### config.mk
export PLATFORM = sky130hd
export DESIGN_NAME = phy_cr_seq
export DESIGN_NICKNAME = d
export VERILOG_FILES = /design/src/rtl/phy_cr_pkg.sv /design/src/rtl/phy_cr_sync.sv /design/src/rtl/phy_cr_timer.sv /design/src/rtl/phy_cr_ctrl.sv /design/src/rtl/phy_cr_seq.sv
export SDC_FILE = /design/constraint.sdc
export NUM_CORES = 1
export LEC_CHECK = 0
export CORE_AREA = 4 4 91 101
export DETAILED_ROUTE_END_ITERATION = 8
export DIE_AREA = 0 0 95 105
export GPL_TIMING_DRIVEN = 1
export PLACE_DENSITY = 0.84
export SLEW_MARGIN = 20
export SYNTH_ARGS = -nofsm -noshare
export SYNTH_HDL_FRONTEND = slang
export SYNTH_SLANG_ARGS = --single-unit
### constraint.sdc
create_clock -name clk -period 2.89 [get_ports clk]
set_input_delay 0.289 -clock clk [delete_from_list [all_inputs] [get_ports clk]]
set_output_delay 0.289 -clock clk [all_outputs]
set_load 0.005 [all_outputs]
### src/rtl/phy_cr_pkg.sv
package phy_cr_pkg;

    // Phase of a transaction; the read/write flag picks the successor.
    typedef enum logic [1:0] {
        PH_ADDR = 2'd0,
        PH_RDAT = 2'd1,
        PH_CAPD = 2'd2,
        PH_WSTB = 2'd3
    } phase_e;

    // Step inside one phase: settle, strobe high, strobe released.
    typedef enum logic [1:0] {
        ST_IDLE  = 2'd0,
        ST_SETUP = 2'd1,
        ST_HI    = 2'd2,
        ST_LO    = 2'd3
    } step_e;

    typedef struct packed {
        logic wstb;
        logic rstb;
        logic capd;
        logic capa;
    } stb_t;

    localparam int STB_N = $bits(stb_t);

    function automatic stb_t stb_of(input phase_e ph, input step_e st);
        stb_t s;
        s = '0;
        if (st == ST_HI) begin
            case (ph)
                PH_ADDR: s.capa = 1'b1;
                PH_RDAT: s.rstb = 1'b1;
                PH_CAPD: s.capd = 1'b1;
                default: s.wstb = 1'b1;
            endcase
        end
        return s;
    endfunction

    function automatic logic is_last(input phase_e ph, input logic wr);
        return wr ? (ph == PH_WSTB) : (ph == PH_RDAT);
    endfunction

    function automatic phase_e next_of(input phase_e ph, input logic wr);
        phase_e n;
        case (ph)
            PH_ADDR: n = wr ? PH_CAPD : PH_RDAT;
            PH_CAPD: n = PH_WSTB;
            default: n = ph;
        endcase
        return n;
    endfunction

endpackage

### src/rtl/phy_cr_sync.sv
module phy_cr_sync #(
    parameter int STAGES = 2
) (
    input  logic clk,
    input  logic rst,
    input  logic d,
    output logic q
);
    logic [STAGES-1:0] sh_q;

    always_ff @(posedge clk) begin
        if (rst) sh_q <= '0;
        else     sh_q <= {sh_q[STAGES-2:0], d};
    end

    assign q = sh_q[STAGES-1];
endmodule

### src/rtl/phy_cr_timer.sv
module phy_cr_timer #(
    parameter int TW = 20
) (
    input  logic          clk,
    input  logic          rst,
    input  logic          load,
    input  logic          run,
    input  logic [TW-1:0] limit,
    output logic          expired
);
    logic [TW-1:0] cnt_q;

    always_ff @(posedge clk) begin
        if (rst)                     cnt_q <= '0;
        else if (load)               cnt_q <= limit;
        else if (run && cnt_q != '0) cnt_q <= cnt_q - 1'b1;
    end

    assign expired = (cnt_q == '0);
endmodule

### src/rtl/phy_cr_ctrl.sv
module phy_cr_ctrl
    import phy_cr_pkg::*;
#(
    parameter int DW        = 16,
    parameter int SETUP_CYC = 2
) (
    input  logic          clk,
    input  logic          rst,
    input  logic          req_valid,
    input  logic          req_write,
    input  logic [DW-1:0] req_addr,
    input  logic [DW-1:0] req_wdata,
    input  logic          ack_s,
    input  logic [DW-1:0] dout,
    input  logic          expired,
    output logic          busy,
    output logic          done,
    output logic          err,
    output logic [DW-1:0] rdata,
    output logic [DW-1:0] din,
    output stb_t          stb,
    output logic          tmr_load,
    output logic          tmr_run
);
    localparam int SCW = $clog2(SETUP_CYC + 1);

    step_e          step_q;
    phase_e         phase_q;
    logic [SCW-1:0] scnt_q;
    logic           wr_q;
    logic [DW-1:0]  addr_q, wdata_q, din_q, rdata_q;
    logic           done_q, err_q;

    logic   setup_end;
    phase_e nxt_ph;
    logic   last_ph;

    assign setup_end = (step_q == ST_SETUP) && (scnt_q == SCW'(SETUP_CYC - 1));
    assign nxt_ph    = next_of(phase_q, wr_q);
    assign last_ph   = is_last(phase_q, wr_q);

    function automatic logic [DW-1:0] din_for(input phase_e ph, input logic [DW-1:0] a,
                                              input logic [DW-1:0] w);
        case (ph)
            PH_ADDR: return a;
            PH_RDAT: return '0;
            default: return w;
        endcase
    endfunction

    always_ff @(posedge clk) begin
        if (rst) begin
            step_q  <= ST_IDLE;
            phase_q <= PH_ADDR;
            scnt_q  <= '0;
            wr_q    <= 1'b0;
            addr_q  <= '0;
            wdata_q <= '0;
            din_q   <= '0;
            rdata_q <= '0;
            done_q  <= 1'b0;
            err_q   <= 1'b0;
        end else begin
            done_q <= 1'b0;
            err_q  <= 1'b0;
            case (step_q)
                ST_IDLE: begin
                    if (req_valid) begin
                        wr_q    <= req_write;
                        addr_q  <= req_addr;
                        wdata_q <= req_wdata;
                        din_q   <= req_addr;
                        phase_q <= PH_ADDR;
                        scnt_q  <= '0;
                        step_q  <= ST_SETUP;
                    end
                end
                ST_SETUP: begin
                    if (setup_end) step_q <= ST_HI;
                    else           scnt_q <= scnt_q + 1'b1;
                end
                ST_HI: begin
                    if (ack_s) begin
                        if (phase_q == PH_RDAT) rdata_q <= dout;
                        step_q <= ST_LO;
                    end else if (expired) begin
                        step_q  <= ST_IDLE;
                        din_q   <= '0;
                        rdata_q <= '0;
                        done_q  <= 1'b1;
                        err_q   <= 1'b1;
                    end
                end
                default: begin
                    if (!ack_s) begin
                        if (last_ph) begin
                            step_q <= ST_IDLE;
                            din_q  <= '0;
                            done_q <= 1'b1;
                        end else begin
                            phase_q <= nxt_ph;
                            din_q   <= din_for(nxt_ph, addr_q, wdata_q);
                            scnt_q  <= '0;
                            step_q  <= ST_SETUP;
                        end
                    end else if (expired) begin
                        step_q  <= ST_IDLE;
                        din_q   <= '0;
                        rdata_q <= '0;
                        done_q  <= 1'b1;
                        err_q   <= 1'b1;
                    end
                end
            endcase
        end
    end

    assign tmr_load = setup_end || ((step_q == ST_HI) && ack_s);
    assign tmr_run  = (step_q == ST_HI) || (step_q == ST_LO);
    assign busy     = (step_q != ST_IDLE);
    assign done     = done_q;
    assign err      = err_q;
    assign rdata    = rdata_q;
    assign din      = din_q;
    assign stb      = stb_of(phase_q, step_q);
endmodule

### src/rtl/phy_cr_seq.sv
module phy_cr_seq
    import phy_cr_pkg::*;
#(
    parameter int DW          = 16,
    parameter int TW          = 20,
    parameter int SETUP_CYC   = 2,
    parameter int SYNC_STAGES = 2
) (
    input  logic          clk,
    input  logic          rst,
    input  logic          req_valid,
    input  logic          req_write,
    input  logic [DW-1:0] req_addr,
    input  logic [DW-1:0] req_wdata,
    input  logic [TW-1:0] tmo_cycles,
    output logic          busy,
    output logic          done,
    output logic          err,
    output logic [DW-1:0] rdata,
    output logic [DW-1:0] cr_din,
    output logic          cr_cap_addr,
    output logic          cr_cap_data,
    output logic          cr_rd,
    output logic          cr_wr,
    input  logic          cr_ack,
    input  logic [DW-1:0] cr_dout
);
    logic ack_s, expired, tmr_load, tmr_run;
    stb_t stb;

    phy_cr_sync #(.STAGES(SYNC_STAGES)) u_sync (
        .clk(clk), .rst(rst), .d(cr_ack), .q(ack_s)
    );

    phy_cr_timer #(.TW(TW)) u_timer (
        .clk(clk), .rst(rst), .load(tmr_load), .run(tmr_run),
        .limit(tmo_cycles), .expired(expired)
    );

    phy_cr_ctrl #(.DW(DW), .SETUP_CYC(SETUP_CYC)) u_ctrl (
        .clk(clk), .rst(rst),
        .req_valid(req_valid), .req_write(req_write),
        .req_addr(req_addr), .req_wdata(req_wdata),
        .ack_s(ack_s), .dout(cr_dout), .expired(expired),
        .busy(busy), .done(done), .err(err), .rdata(rdata),
        .din(cr_din), .stb(stb), .tmr_load(tmr_load), .tmr_run(tmr_run)
    );

    assign cr_cap_addr = stb.capa;
    assign cr_cap_data = stb.capd;
    assign cr_rd       = stb.rstb;
    assign cr_wr       = stb.wstb;
endmodule

Yosys cells after proc, flatten, opt, wreduce, memory -nomap -nowiden:

Index checks and enable logic that the tools add are counted.

* flip-flop bits (word level): 95
* bits in latches: 0
* RAM bits: 0
* bits in read-only memories: 0
* bits of input ports: 73
* output and inout bits: 39
* word-level logic and storage cells: 101
* memories kept: 0

* $add $sub $neg: 2
* $mul: 0
* div/mod/pow operators: 0
* order comparisons: 0
* equal/unequal tests: 17
* shifts and indexed selects: 0
* mux-type cells: 44
* bitwise logic cells: 4
* reductions and logical operators: 22

Operators with widths (number)
* 16-bit 2-to-1 mux: 9
* 16-bit one-hot mux with 2 select lines: 2
* 16-bit one-hot mux with 3 select lines: 1
* 20-bit 2-to-1 mux: 2
* 2-bit 2-to-1 mux: 12
* 20-bit zero test: 1
* 20-bit nonzero test: 1
* 20-bit by 1-bit subtractor with 20-bit output, second input constant: 1
* 2-bit one-hot mux with 3 select lines: 2
* 1-bit 2-to-1 mux: 11
* 2-bit by 1-bit equality test with 1-bit output, second input constant: 4
* 2-bit equality test, second input constant: 4
* 2-bit != test, second input constant: 4
* 2-bit one-hot mux with 2 select lines: 2
* 2-bit zero test: 3
* 3-bit AND reduction: 2
* 2-bit nonzero test: 3
* 5-bit AND reduction: 1
* 4-bit 2-to-1 mux: 1
* 2-bit by 1-bit != test with 1-bit output, second input constant: 2
* 1-bit inverter: 4
* 1-bit one-hot mux with 2 select lines: 2
* 2-bit AND reduction: 2
* 4-bit AND reduction: 1
* other kinds (8): 12

Depth between registers and ports, before layout:

Gate-level depths: netlist (run 1).

* word-level depth: 7
* gate-level depth with buffers: 9
* gate-level depth less buffers: 7

Cells and area by module:

A second synthesis (run 1) with hierarchy kept.

* cells, all modules: 399
* area total of the unflattened synthesis: 3666.0 µm²

Modules (own cells, without submodules)
* phy_cr_ctrl: times used 1, cells each 253, area each 2379.8 µm², seq. area each 1141.1 µm²
* phy_cr_timer: times used 1, cells each 142, area each 1233.7 µm², seq. area each 400.4 µm²
* phy_cr_sync: times used 1, cells each 4, area each 52.6 µm², seq. area each 40.0 µm²

Worst setup path before layout (run 1):

OpenSTA, ideal clock, no wires.

* kind: reg2reg
* start: register u_timer.cnt_q[0]
* end: register u_ctrl.rdata_q[0] (netlist: u_ctrl.rdata[0])
* library setup time: 117 ps
* arrival: 2137 ps
* required time: 2773 ps
* slack: 636 ps
* stages on the path, launching flop included: 10
* path buffers: 2
* period minus slack after synthesis: 2254 ps
* cell sequence: dfxtp_1 -> inv_1 -> ha_1 -> or4b_4 -> or3_1 -> buf_6 -> o21ai_2 -> a41oi_4 -> buf_6 -> a22o_1

* cells in the longest elaborated chain, start to end: 4
* elaborated cells on any way between the ends: 5
* those cells by class: 4 x mux; 1 x reduce/logical

Ends and longest elaborated chain
* start, declared: line phy_cr_timer.sv:11 `logic [TW-1:0] cnt_q;`
* start signal, assigned: line phy_cr_timer.sv:15 `else if (load) cnt_q <= limit;`
* start signal, assigned: line phy_cr_timer.sv:16 `else if (run && cnt_q != '0) cnt_q <= cnt_q - 1'b1;`
* 20-bit zero test (*): line phy_cr_timer.sv:19 `assign expired = (cnt_q == '0);`
* 16-bit 2-to-1 mux (*)
* 16-bit 2-to-1 mux (on tied branches)
* 16-bit one-hot mux with 2 select lines (*)
* end signal, assigned: line phy_cr_ctrl.sv:84 `if (phase_q == PH_RDAT) rdata_q <= dout;`
* end, declared: line phy_cr_ctrl.sv:31 `logic [DW-1:0] addr_q, wdata_q, din_q, rdata_q;`

Every way passes the cells marked *; elsewhere a longest branch is shown, timed or not. The select of a mux whose other input is x is not followed.
A chain may end at the register's enable or synchronous reset.

Worst setup path after layout (run 1):

* start: register u_timer.cnt_q[0]
* end: register u_ctrl.din_q[0] (netlist: u_ctrl.din[0])

* cells in the longest elaborated chain, start to end: 4
* elaborated cells on any way between the ends: 5
* those cells by class: 4 x mux; 1 x reduce/logical

Ends and longest elaborated chain
* 20-bit zero test (*): line phy_cr_timer.sv:19
* 16-bit 2-to-1 mux (*)
* 16-bit 2-to-1 mux (on tied branches)
* 16-bit one-hot mux with 3 select lines (*)
* end signal, assigned: line phy_cr_ctrl.sv:72 `din_q <= req_addr;`
* end signal, assigned: line phy_cr_ctrl.sv:102 `din_q <= din_for(nxt_ph, addr_q, wdata_q);`
* end, declared: line phy_cr_ctrl.sv:31

Marks and branches as above.

==> impl_metrics.yaml, run 1 <==
run_status:
  result_of_the_run: "complete, no violations"
clock_network:
  total_clock_buffers_created_by_cts: 9
  cts.repair.resized: 0
  clock_tree.root_cell: "sky130_fd_sc_hd__clkbuf_8"
  clock_tree_from_tritoncts: "built"
  clock_tree.buffer_depth: 2
  post_cts.repair.setup_buffers: 0
  clk_pin_slew_ns: 0.08
  clock_sink_count: 79
  htree_levels: 3
  clock_latency_ns: 0.35
  post_cts_hold_buffer_count: 0
route:
  drt-initial-drc-count: 220
  totalWireLength_um: 9760
  number_of_routed_nets_with_antenna_violations: 0
  wl_per_cell_um: 15.3
  dr.pass1.iters: 5
  remaining_drc_errors: 0
  via_density: 5.52
  vias: 3518
logic_synthesis:
  synth_adder_area_share: 0.0239
  synth_edf_count: 0
  synth.yosys.warnings: 0
  synth_fp_nets: 506
  syn_avg_cell_area_um2: 8.61
  number_of_storage_elements_in_the_synthesis_netlist: 79
  synth_top_cells_by_area: "sky130_fd_sc_hd__dfxtp_1 43%, sky130_fd_sc_hd__nand2_1 5.1%, sky130_fd_sc_hd__a21oi_1 4.5%"
  synth_async_reset_ratio: 0
  synthesis.instances: 426
  simple_gate_share_of_the_synthesized_area: 0.205
  synthDominantCellAreaShare: 0.431
  postSynth.topFlopCell: "sky130_fd_sc_hd__dfxtp_1"
  yosysSeqAreaShare: 0.431
  post-synth-top-area-cell: "sky130_fd_sc_hd__dfxtp_1"
  muxShareOfSynthArea: 0.00819
  cell_area_after_synthesis_um2: 3670
  synth_cell_type_count: 51
  synth-compound-area-share: 0.244
  largest_family_of_logic_cells_by_synthesized_area: "compound AO/OA/AOI/OAI gates"
  synth_xor_area_frac: 0.0263
power:
  worst_ir_drop_vdd_v: 0.000477
  leakagePower_nw: 1.77
  p_per_area_nw_per_um2: 980
worst_setup_path:
  crit_chain: "inv_1 > ha_1 > or4b_4 > or3_1 > nor2_1 > o221a_2 > o32ai_1"
  timing.setup.critical_path_class: "reg2reg"
  critical_path.max_stage_delay_ns: 0.50
  cp_max_delay_cell: "sky130_fd_sc_hd__or4b_4"
  critical_path_buf_inv_count: 1
  cpLargestDelayFamily: "simple AND/OR/NAND/NOR gates"
  timing.critical_path.to_type: "flop"
  cp-start-kind: "flop"
  timing.critical_path.required_ns: 3.09
  worstPathArrival_ns: 2.74
  critical_path.max_fanout: 16
finish:
  num-nets-final: 602
  num_antenna_cells: 0
  layout_common_cells: "110 x sky130_fd_sc_hd__clkdlybuf4s50_1, 79 x sky130_fd_sc_hd__dfxtp_1, 50 x sky130_fd_sc_hd__nand2_1, 34 x sky130_fd_sc_hd__nor2_1, 32 x sky130_fd_sc_hd__a21oi_1"
  synthToLayoutAreaGrowth_pct: 36.2
  final_common_cell: "sky130_fd_sc_hd__clkdlybuf4s50_1"
  drive_gt1_frac: 0.0646
  utilization: 0.607
  final_cell_count_no_fill: 637
sta:
  drv_slew: 0
  maxSlewHeadroom: 0.567
  fmaxAchievable_mhz: 394
  setup_viol: 0
  timing.clock.skew_ns: 0.00946
  timing.final.ws_setup_ns: 0.351
  timing_worst_slew_pin_value_ns: 0.647
  timing.setup.tns_ns: 0
  timing.final.crit_share: 0.878
  unrepaired_setup_endpoints_after_global_routing: "false"
  fin_crit_ns: 2.54
  hold_viol_final: 0
job:
  maxCapViolations: 0
place:
  post-dp-hpwl_um: 7050
  routabilityCongestion: 0.866
  placed_cells: 622
  dp_worst_setup_slack_ns: 0.371
  place.port_buffers: 111
global_route:
  grt_start_max_net_pins: 48
  grt-ovfl-total: 0
  grt_first_pass_wirelength_um: 16000
  grt_use_total: 0.200
  number_of_global_route_vias_before_repair: 3356
  initial_antenna_violation_count: 0
floorplan:
  initial_core_util: 0.446
  die_width_um: 95
  die_h_um: 105
  die_area_um2: 9980
  row_count: 35
  placeableCoreArea_um2: 8230
  io_pins: 112
min_path:
  hold_path_class: "in2reg"
## layer usage
layer / global-route usage / share of wire
met3: 0.0461 / 0.061
met2: 0.324 / 0.51
met5: 0 / 0
met1: 0.252 / 0.41
met4: 0.0825 / 0.023
## final cells by class
class                           count  area, µm²
Fill cell                         761       3240
Multi-Input combinational cell    293       1880
Sequential cell                    79       1580
Timing Repair Buffer              117       1150
Clock buffer                       11        141
Tap cell                          111        139
Inverter                           22       82.6
Clock inverter                      4       22.5
## flip-flops by register name, summed over array words and instances, names as in the netlist
register        flops
u_ctrl.wr_q         1
u_timer.cnt_q      20
u_ctrl.done         1
u_ctrl.rdata       16
u_ctrl.scnt_q       2
u_ctrl.err          1
u_ctrl.step_q       2
u_sync.sh_q         2
u_ctrl.phase_q      2
u_ctrl.wdata_q     16
u_ctrl.din         16
## worst paths after layout
kind	from	to	slack, ns	cells past startpoint
worst max-delay path	u_timer.cnt_q[0]	u_ctrl.din[0]	0.35	7
worst min-delay path	rst	u_ctrl.scnt_q[1]	0.35	2
worst max register to register	u_timer.cnt_q[0]	u_ctrl.din[0]	0.35	7
worst min register to register	u_sync.sh_q[0]	u_sync.sh_q[1]	0.45	1
## power breakdown
| group | total (mW) | switching (mW) | internal (mW) |
|---|---|---|---|
| Clock | 0.707 | 0.381 | 0.326 |
| Combinational | 2.62 | 1.56 | 1.06 |
| Sequential | 1.57 | 0.234 | 1.34 |
## kinds of logic after synthesis
family                     count (synthesis)
buffers and inverters                     54
AOI/OAI and AO/OA                        121
xor gates and xnor gates                  11
muxes                                      3
DFF                                       79
and+or+nand+nor                          151
adders and majority gates                  7
## synth_stat cells (all sizes together), types with 5 or more instances
cell type   n
clkbuf     27
inv        22
xnor2       9
buf         5
nor2       34
nor4       11
a21oi      33
o32ai      16
nand2b      8
ha          7
dfxtp      79
a22oi      17
nor3       12
a211oi     19
a22o       16
nand2      50
or3         5
o21ai       5
## through the flow
step                hold slack [ns]  instance area (µm²)  power, mW
CTS                           0.337                 4990       4.89
global route                  0.373                 4990       5.25
global placement              0.428                 4830       4.06
detailed placement            0.430                 4830       4.16
finish                        0.345                 4990       4.90
floorplan                     0.414                 3670       3.45
## worst register-to-register path: cells and delay by family, from the launching register on
family | cells | cell delay [ns]
adders and majority gates | 1 | 0.20
buffers and inverters | 1 | 0.06
AOI/OAI and AO/OA | 2 | 0.58
DFF | 1 | 0.34
and+or+nand+nor | 3 | 1.22
No activity file was read; power rests on OpenSTA's default activity.
==> run 2, diff against run 1 <==
GPL_TIMING_DRIVEN = default   (was 1)
==> results of run 2 <==
Final layout, timing and power as in run 1 (identical DEF).
==> run 3, diff against run 2 <==
CORE_AREA = 4 4 79 88   (was 4 4 91 101)
DIE_AREA = 0 0 83 92   (was 0 0 95 105)
DONT_BUFFER_PORTS = 1   (was default)
PLACE_DENSITY = 0.85   (was 0.84)
==> run 3 against run 2 <==
  * Register-to-register slack about the same
  * Combinational power decreased by 8.8%
  * First-iteration DRC count decreased by 2.7%
  * Global-route usage increased by 4.1 points
  * Die area decreased by 23%
  * Sequential share of layout area increased by 8.6 points
  * Clock skew increased by 0.0027 ns
  * Critical endpoint is now u_ctrl.din[3]
  * Largest cell class unchanged
==> impl_metrics.yaml, run 3 (synthesized netlist as in run 1, its figures left out) <==
run_status:
  result_of_the_run: "complete, no violations"
route:
  number_of_routed_nets_with_antenna_violations: 0
  drt-initial-drc-count: 214
  totalWireLength_um: 9230
  remaining_drc_errors: 0
  vias: 3192
  wl_per_cell_um: 18.5
  dr.pass1.iters: 5
  via_density: 6.38
place:
  post-dp-hpwl_um: 6080
  dp_worst_setup_slack_ns: 0.383
  placed_cell_area_um2: 3690
  place.port_buffers: 0
  routabilityCongestion: 0.872
finish:
  layout_common_cells: "79 x sky130_fd_sc_hd__dfxtp_1, 50 x sky130_fd_sc_hd__nand2_1, 34 x sky130_fd_sc_hd__nor2_1, 32 x sky130_fd_sc_hd__a21oi_1, 22 x sky130_fd_sc_hd__inv_1"
  regMostFlops: "u_timer.cnt_q"
  multi_input_gate_area_um2: 1880
  final_common_cell: "sky130_fd_sc_hd__dfxtp_1"
  num-nets-final: 495
  synthToLayoutAreaGrowth_pct: 7.16
  flip_flop_and_latch_area_um2: 1580
  num_antenna_cells: 0
  stdcell_area_um2: 3930
  largest_register_ff_count: 20
  fillerInstances: 532
  drive_gt1_frac: 0.0857
floorplan:
  row_count: 30
  die_h_um: 92
  initial_core_util: 0.603
  placeableCoreArea_um2: 6080
  io_pins: 112
  die_area_um2: 7640
  die_width_um: 83
clock_network:
  clock_tree_from_tritoncts: "built"
  clock_sink_count: 79
  cts.repair.resized: 0
  clock_latency_ns: 0.35
  clock_tree.buffer_depth: 2
  post_cts.repair.setup_buffers: 0
  htree_levels: 3
  total_clock_buffers_created_by_cts: 9
  clk_pin_slew_ns: 0.08
  post_cts_hold_buffer_count: 3
  clock_tree.root_cell: "sky130_fd_sc_hd__clkbuf_8"
worst_setup_path:
  timing.critical_path.required_ns: 3.09
  r2r.worst_path.cells: 7
  timing.critical_path.to_type: "flop"
  reg2reg_from: "u_timer.cnt_q[0]"
  worstPathArrival_ns: 2.74
  critical_path.max_fanout: 16
  cp-start-kind: "flop"
  r2r_slack_ns: 0.34
  reg_to_reg_endpoint: "u_ctrl.din[3]"
  timing.setup.critical_path_class: "reg2reg"
global_route:
  grt_start_max_net_pins: 38
  grt_use_total: 0.241
  grt-ovfl-total: 0
  grt_first_pass_wirelength_um: 15000
  number_of_global_route_vias_before_repair: 3119
  initial_antenna_violation_count: 0
power:
  power.sequential.fraction: 0.331
  power.internal_mw: 2.64
  p_per_area_nw_per_um2: 1220
  power_switching_mw: 2.16
  worst_ir_drop_vdd_v: 0.000699
  power.switching_fraction: 0.450
  clkPwrFrac: 0.171
  leakagePower_nw: 1.38
  power.total_mw: 4.80
  comb_power_share: 0.498
sta:
  fin_crit_ns: 2.55
  drv_slew: 0
  hold_viol_final: 0
  setup_viol: 0
  timing.final.crit_share: 0.882
  fmaxAchievable_mhz: 392
  unrepaired_setup_endpoints_after_global_routing: "false"
  timing.setup.tns_ns: 0
  timing.final.ws_setup_ns: 0.341
  maxSlewHeadroom: 0.594
  timing_worst_slew_pin_value_ns: 0.609
  timing.clock.skew_ns: 0.0121
job:
  maxCapViolations: 0
min_path:
  hold_path_startpoint: "rst"
  worst_hold_path.num_cells: 1
  whs_endpoint: "u_timer.cnt_q[6]"
  hold_path_class: "in2reg"
==> run 3: changes by cell type in the layout (fill, tap and decap cells not counted) <==
cell                              change
sky130_fd_sc_hd__clkdlybuf4s50_1    -110
sky130_fd_sc_hd__clkinv_2             -3
sky130_fd_sc_hd__clkinvlp_4           +2
sky130_fd_sc_hd__dlygate4sd3_1        +2
sky130_fd_sc_hd__buf_12               +1
sky130_fd_sc_hd__buf_2                -1
sky130_fd_sc_hd__buf_4                +1
sky130_fd_sc_hd__bufinv_16            +1
sky130_fd_sc_hd__clkbuf_8             -1
sky130_fd_sc_hd__clkinv_4             +1
sky130_fd_sc_hd__inv_6                +1
==> run 3: how the worst max path moves through the flow <==
stage / startpoint / end / slack (ns)
finish: u_timer.cnt_q[0] / u_ctrl.din[3] / 0.34
global route: u_timer.cnt_q[1] / u_ctrl.din[3] / 0.21
CTS: u_timer.cnt_q[0] / u_ctrl.din[3] / 0.34
detailed placement: u_timer.cnt_q[0] / u_ctrl.din[12] / 0.38
global placement: u_timer.cnt_q[0] / u_ctrl.din[13] / 0.45
floorplan: u_timer.cnt_q[0] / u_ctrl.rdata[0] / 0.64
==> run 3: layout make-up <==
type | count | share of cell area
Clock buffer | 10 | 0.0325
Inverter | 22 | 0.0210
Clock inverter | 6 | 0.0178
Multi-Input combinational cell | 293 | 0.477
Timing Repair Buffer | 10 | 0.0236
Tap cell | 80 | 0.0255
Sequential cell | 79 | 0.402
==> run 3: power groups by stage <==
stage / clock, mW / combinational [mW] / sequential (mW)
after CTS: 0.834 / 2.35 / 1.58
after global routing: 0.886 / 2.64 / 1.62
after floorplan: 0 / 1.93 / 1.52
final: 0.821 / 2.39 / 1.59
after detailed placement: 0 / 2.31 / 1.60
after global placement: 0 / 2.26 / 1.59
==> run 3: stage by stage <==
stage | cells | utilization | hold WS, ns
6_report | 500 | 0.647 | 0.0253
5_1_grt | 500 | 0.647 | 0.00269
4_1_cts | 500 | 0.647 | 0.00163
3_5_place_dp | 481 | 0.607 | 0.366
3_3_place_gp | 481 | 0.607 | 0.363
2_1_floorplan | 426 | - | 0.414
==> run 3: routing by layer <==
metal / GRT usage / part of all wire / up-vias
met2: 0.407 / 0.50 / 141
met3: 0.0881 / 0.091 / 23
met5: 0 / 0 / -
li1: - / - / 1538
met1: 0.275 / 0.39 / 1490
met4: 0.101 / 0.023 / 0
==> run 3: worst max-delay path, cell delays in order (launching register included) <==
cell                      delay (ns)
sky130_fd_sc_hd__dfxtp_1        0.34
sky130_fd_sc_hd__inv_1          0.06
sky130_fd_sc_hd__ha_1           0.19
sky130_fd_sc_hd__or4b_4         0.49
sky130_fd_sc_hd__or3_1          0.48
sky130_fd_sc_hd__nor2_1         0.25
sky130_fd_sc_hd__o221a_2        0.46
sky130_fd_sc_hd__o32ai_1        0.13
